### src/rtl/reload_div_pkg.sv
package reload_div_pkg;

    // Default counter width for the programmable stage.
    localparam int DEF_CNT_W = 6;

    // Terminal value detected by the counter: two below full scale, so
    // that detect plus registered reload add up to a full 2**W cycle.
    function automatic int term_value(input int width);
        return (1 << width) - 2;
    endfunction

endpackage

### src/rtl/reload_tc_detect.sv
module reload_tc_detect #(
    parameter int W  = 6,
    parameter int TC = 62
) (
    input  logic [W-1:0] value,
    output logic         hit
);
    localparam logic [W-1:0] TC_V = TC[W-1:0];

    logic [W-1:0] bit_match;

    // One equality term per bit, then a W-input AND.
    genvar gi;
    generate
        for (gi = 0; gi < W; gi++) begin : g_bit
            if (TC_V[gi]) begin : g_one
                assign bit_match[gi] = value[gi];
            end else begin : g_zero
                assign bit_match[gi] = ~value[gi];
            end
        end
    endgenerate

    assign hit = &bit_match;

endmodule

### src/rtl/reload_tcount.sv
module reload_tcount #(
    parameter int W = 6
) (
    input  logic         clk,
    input  logic         rst,
    input  logic         load,
    input  logic [W-1:0] load_val,
    output logic [W-1:0] q
);
    typedef struct packed {
        logic [W-1:0] cnt;
    } cnt_state_t;

    cnt_state_t st_d, st_q;
    logic [W-1:0] tgl_en;

    // Toggle-flop carry chain: bit i flips when all lower bits are one.
    genvar gi;
    generate
        for (gi = 0; gi < W; gi++) begin : g_tgl
            if (gi == 0) begin : g_lsb
                assign tgl_en[gi] = 1'b1;
            end else begin : g_upper
                assign tgl_en[gi] = tgl_en[gi-1] & st_q.cnt[gi-1];
            end
        end
    endgenerate

    always_comb begin
        st_d = st_q;
        if (rst || load) begin
            st_d.cnt = load_val;
        end else begin
            st_d.cnt = st_q.cnt ^ tgl_en;
        end
    end

    always_ff @(posedge clk) begin
        st_q <= st_d;
    end

    assign q = st_q.cnt;

    // plain counting step is +1 modulo 2**W
    a_r1_count_step: assert property (@(posedge clk) disable iff (rst)
        !load |=> q == W'($past(q) + 1'b1));

    // reload takes the value presented at the reload edge
    a_r4_reload_value: assert property (@(posedge clk) disable iff (rst)
        load |=> q == $past(load_val));

endmodule

### src/rtl/reload_div.sv
module reload_div #(
    parameter int CNT_W = reload_div_pkg::DEF_CNT_W
) (
    input  logic             clk,
    input  logic             rst,
    input  logic [CNT_W-1:0] preset,
    output logic             load_strobe,
    output logic             div_out
);
    localparam int TERM = reload_div_pkg::term_value(CNT_W);

    typedef struct packed {
        logic load;
    } ctl_state_t;

    ctl_state_t       ctl_d, ctl_q;
    logic [CNT_W-1:0] count;
    logic             tc_hit;

    reload_tcount #(.W(CNT_W)) u_count (
        .clk      (clk),
        .rst      (rst),
        .load     (ctl_q.load),
        .load_val (preset),
        .q        (count)
    );

    reload_tc_detect #(.W(CNT_W), .TC(TERM)) u_detect (
        .value (count),
        .hit   (tc_hit)
    );

    always_comb begin
        ctl_d = ctl_q;
        if (rst) begin
            ctl_d.load = 1'b0;
        end else begin
            ctl_d.load = tc_hit;
        end
    end

    always_ff @(posedge clk) begin
        ctl_q <= ctl_d;
    end

    assign load_strobe = ctl_q.load;
    assign div_out     = tc_hit | ctl_q.load;

    // strobe follows the terminal detect by one cycle
    a_r3_strobe_after_hit: assert property (@(posedge clk) disable iff (rst)
        tc_hit |=> load_strobe);

    // strobe never lasts two cycles
    a_r3_strobe_single: assert property (@(posedge clk) disable iff (rst)
        load_strobe |=> !load_strobe);

    // output pulse is at least two clocks wide
    a_r6_pulse_two: assert property (@(posedge clk) disable iff (rst)
        $rose(div_out) |=> div_out);

    // reset clears the strobe
    a_r7_reset_clears: assert property (@(posedge clk)
        rst |=> !load_strobe);

endmodule

### config.mk
export PLATFORM = sky130hd
export DESIGN_NAME = reload_div
export DESIGN_NICKNAME = d
export VERILOG_FILES = /design/src/rtl/reload_div_pkg.sv /design/src/rtl/reload_tc_detect.sv /design/src/rtl/reload_tcount.sv /design/src/rtl/reload_div.sv
export SDC_FILE = /design/constraint.sdc
export NUM_CORES = 1
export LEC_CHECK = 0
export CORE_AREA = 2 2 39 41
export DETAILED_ROUTE_END_ITERATION = 16
export DIE_AREA = 0 0 41 43
export GPL_TIMING_DRIVEN = 0
export MAX_ROUTING_LAYER = met4
export SETUP_SLACK_MARGIN = 0.05
export SYNTH_ARGS = -nofsm -noshare
export SYNTH_HDL_FRONTEND = slang
export SYNTH_SLANG_ARGS = --single-unit
### constraint.sdc
create_clock -name clk -period 2.2 [get_ports clk]
set_clock_uncertainty 0.2 [all_clocks]
set_input_delay 0.44 -clock clk [delete_from_list [all_inputs] [get_ports clk]]
set_output_delay 0.44 -clock clk [all_outputs]
set_load 0.005 [all_outputs]
# Word level (Yosys, flattened, before mapping)

Index checks and enable logic that the tools add are counted.

Register bits after elaboration: 7
Bits in latches: 0
RAM bits: 0
Memory bits (read-only): 0
Input bits: 8
Output and inout port bits: 2
Word-level logic and storage cells: 12
Memories: 0

Add/sub/neg operators: 0
Multiply operators: 0
Div/mod/pow operators: 0
Magnitude comparators: 0
Equal/unequal tests: 0
Shifts and indexed selects: 0
Mux-type cells: 1
Bitwise gates (word level): 7
Reductions and logical operators: 2

Operators with widths:

| cell             | count |
|---|---|
| $mux 6           | 1 |
| $reduce_and 6->1 | 1 |
| $xor 6x6->6      | 1 |
| $and 1x1->1      | 4 |
| $logic_or 1x1->1 | 1 |
| $not 1->1        | 1 |
| $or 1x1->1       | 1 |

# Logic depth before layout (Yosys ltp)

Depth after elaboration: 6
Depth in mapped cells: 6
Depth with buffers taken out: 6

# By module

From an unflattened synthesis, not the netlist that was laid out.

Cells, all modules: 25
Area total of the unflattened synthesis: 326.6 um^2

By module, submodules not included:

| module           | instances | cells each | area an instance (um^2) | seq. area each (um^2) |
|---|---|---|---|---|
| reload_tcount    | 1         | 19         | 277.8                   | 120.1 |
| reload_div       | 1         | 3          | 32.5                    | 20.0 |
| reload_tc_detect | 1         | 3          | 16.3                    | 0.0 |

# Worst setup path before layout

No wires, ideal clock.

Path kind: register to register
Start point: reg u_count.st_q, in the netlist u_count.q[0]
End point: reg u_count.st_q, in the netlist u_count.q[5]
Library setup time: 121 ps
Data arrival time: 1379 ps
Required time: 1879 ps
Setup slack: 499 ps
Stages on the path, launching flop included: 7
Buffers on the path: 0
Clock period less this slack: 1701 ps
Cells stage by stage: dfxtp_1 ha_1 ha_1 ha_1 ha_1 xor2_1 mux2_4

RTL lines:

| element                | RTL line            | RTL |
|---|---|---|
| from (decl)            | reload_tcount.sv:14 | `cnt_state_t st_d, st_q;` |
| from (signal assigned) | reload_tcount.sv:39 | `st_q <= st_d;` |

# Final worst setup path

Start point: reg u_count.st_q, in the netlist u_count.q[0]
End point: out div_out

Cells in the longest elaborated chain, start to end: 3

RTL lines:

| element          | RTL line               | RTL |
|---|---|---|
| $not 1->1        | reload_tc_detect.sv:19 | `assign bit_match[gi] = ~value[gi];` |
| $reduce_and 6->1 | reload_tc_detect.sv:24 | `assign hit = &bit_match;` |
| $or 1x1->1       | reload_div.sv:47       | `assign div_out = tc_hit \| ctl_q.load;` |
| to (decl)        | reload_div.sv:8        | `output logic div_out` |

No other way between the ends.

==> impl_results.md <==
* Type of origin of the critical path: flop
* Crit. End Element: output pin
* Clk slew on worst S/H paths at ~0.05 ns
* Critical path data arrival time at around 1.4 ns
* Required time worst endpoint at approximately 1.6 ns
* Final setup vio count at 0
* Routed Antenna Nets at 0
* Initial core utilization at 0.2333
* Drt wl/cell at 10.38 um
* Share of cells above drive strength 1 at 0.2432
* Yosys Warn Count at 0
* RSZ-0062 raised after global routing: false
* Fin nets at 50
* Top cell type's share of synthesized area at 0.4341
* Layout fillers at 140
* Largest net degree at the start of global routing at 6
* WL final at approximately 550 um
* Mean Syn Cell Area at 13.45 um2
* # rows at 14
* WHS at 0.2758 ns
* R2R Path Start: u_count.q[0]
* Status: complete, no violations
* Die Area at 0.001763 mm2
* Gr ovfl total at 0
* IO Port Bufs at 9
* TritonCTS Buffers at 3
* ANT cells at 0
* Crit share post-route at 0.9317
* Vias in the first global route at 210
* Synth Register Bits at 7
* Hold_buf cts at 0
* Final min period at just over 2 ns
* Hold Path Class: flop to flop
* Syn Nets at 36
* Global-route wire length before repair at 959 um
* Pleak at 0.2007 nW
* HP Start: u_count.q[0]
* H-tree depth at 1
* Yosys cell types at 11
* Critical path peak fanout at 3
* GRT Total Usage at 0.09897
* Area contributors post-synth: dfxtp_1 43%, mux2_4 23%, ha_1 16%
* DRC at 0
* CTS tree: done
* 1st-iter DRT viols at 2
* TritonCTS Sinks at 7
* Top-Level Pins at 10
* Clk Latency, worst-skew pair at between 0.2 and 0.3 ns
* Initial antenna violation count at 0
* Clk buf depth at 2
* Synth area leader: dfxtp_1
* Root Driver: clkbuf_4
* Area Growth Syn to Fin at 42.25%
* Area of the core at ~0.0014 mm2
* Via count at around 220
* Fin. Hold Viols at 0
* Max Cap Viol at 0
* Max-slew violations at 0
* Drt via density at between 4 and 5
* Critical path startpoint: u_count.q[0]
* Worst vdd ir at approximately 0.18 mV
* Setup Buffers After CTS at 0
* CTS-repair resized insts at 0
* Mapped Area at between 300 and 400 um2
* Maximum clock rate at slightly below 500 MHz
* CP Class: flop to output pin
* Gpl congestion at 0.6267
* Slew @ Worst Pin at around 0.22 ns
* Post-Synthesis Cells at 24
* DIE WIDTH at around 40 um
* Register area share after synthesis at 0.4341
* Max-slew headroom at 0.8515
* Pre-antenna DRT Iters at 2
* Pwr/cell area at 778.2 mW/mm2
* Die span in y at 43 um
* Setup TNS at 0 ns
worst max-delay path: stages, from the launching register on:
cell and delay (ns):
dfxtp_1 0.32, nand4b_1 0.19, o21bai_1 0.14, clkdlybuf4s50_1 0.51
kinds of logic (layout without fill, tap and decap cells):
kind of cell | count (synthesis) | count (layout) | share of synthesized area
buffers and inverters | 0 | 13 | 0
AO/OA/AOI/OAI | 3 | 3 | 0.06202
XOR/XNOR | 1 | 1 | 0.02714
adder cells (fa/ha/maj) | 4 | 4 | 0.1550
multiplexers | 5 | 5 | 0.2326
flip-flops | 7 | 7 | 0.4341
AND/OR/NAND/NOR | 4 | 4 | 0.08912
final timing paths:
kind                  endpoint  cells after the start  slack [ns]
hold / removal    u_count.q[0]                      1        0.28
setup / recovery       div_out                      3        0.15
setup reg to reg  u_count.q[5]                      6        0.44
hold reg to reg   u_count.q[0]                      1        0.28
sequential cells by signal, summed over array words and instances, names as in the netlist:
register / count
u_count.q: 6
load_strobe: 1
Yosys cell counts:
master,number
dfxtp_1,7
ha_1,4
mux2_4,5
nand2_1,1
nand4b_1,1
nor2_4,1
nor3_1,1
o21ai_0,1
o21bai_1,1
o31ai_1,1
xor2_1,1
through the flow:
step	util	area (um2)	total power [mW]	setup slack [ns]	std cells
2_1_floorplan	-	322.8	0.2173	0.4993	24
3_3_place_gp	0.3128	432.9	0.2414	0.3835	49
3_5_place_dp	0.3128	432.9	0.2449	0.3554	49
4_1_cts	0.3318	459.2	0.3665	0.1270	53
5_1_grt	0.3318	459.2	0.3889	0.08085	53
6_report	0.3318	459.2	0.3573	0.1503	53
where the power goes:
group / switching [mW] / internal [mW]
Sequential: 0.0138 / 0.150
Combinational: 0.0236 / 0.0543
Clock: 0.0466 / 0.0692
final cells by class:
class	instances	area (um2)	share of cell area
Clock buffer	4	26.28	0.05722
Sequential cell	7	140.1	0.3052
Timing Repair Buffer	9	90.09	0.1962
Multi-Input combinational cell	17	182.7	0.3978
Tap cell	16	20.02	0.04360
layer usage:
layer	track usage	part of all wire	vias up
li1	-	-	114
met4	0.1400	0.031	0
met3	0.04712	0.013	2
met1	0.08091	0.35	105
met5	-	0	-
met2	0.1281	0.61	3
placed cells by master (no fill, tap or decap):
cell type | netlist | final
clkbuf_1 | 0 | 1
clkbuf_4 | 0 | 3
clkdlybuf4s50_1 | 0 | 9
dfxtp_1 | 7 | 7
ha_1 | 4 | 4
mux2_4 | 5 | 5
nand2_1 | 1 | 1
nand4b_1 | 1 | 1
nor2_4 | 1 | 1
nor3_1 | 1 | 1
o21ai_0 | 1 | 1
o21bai_1 | 1 | 1
o31ai_1 | 1 | 1
xor2_1 | 1 | 1
Power figures use the tool's default switching activity.
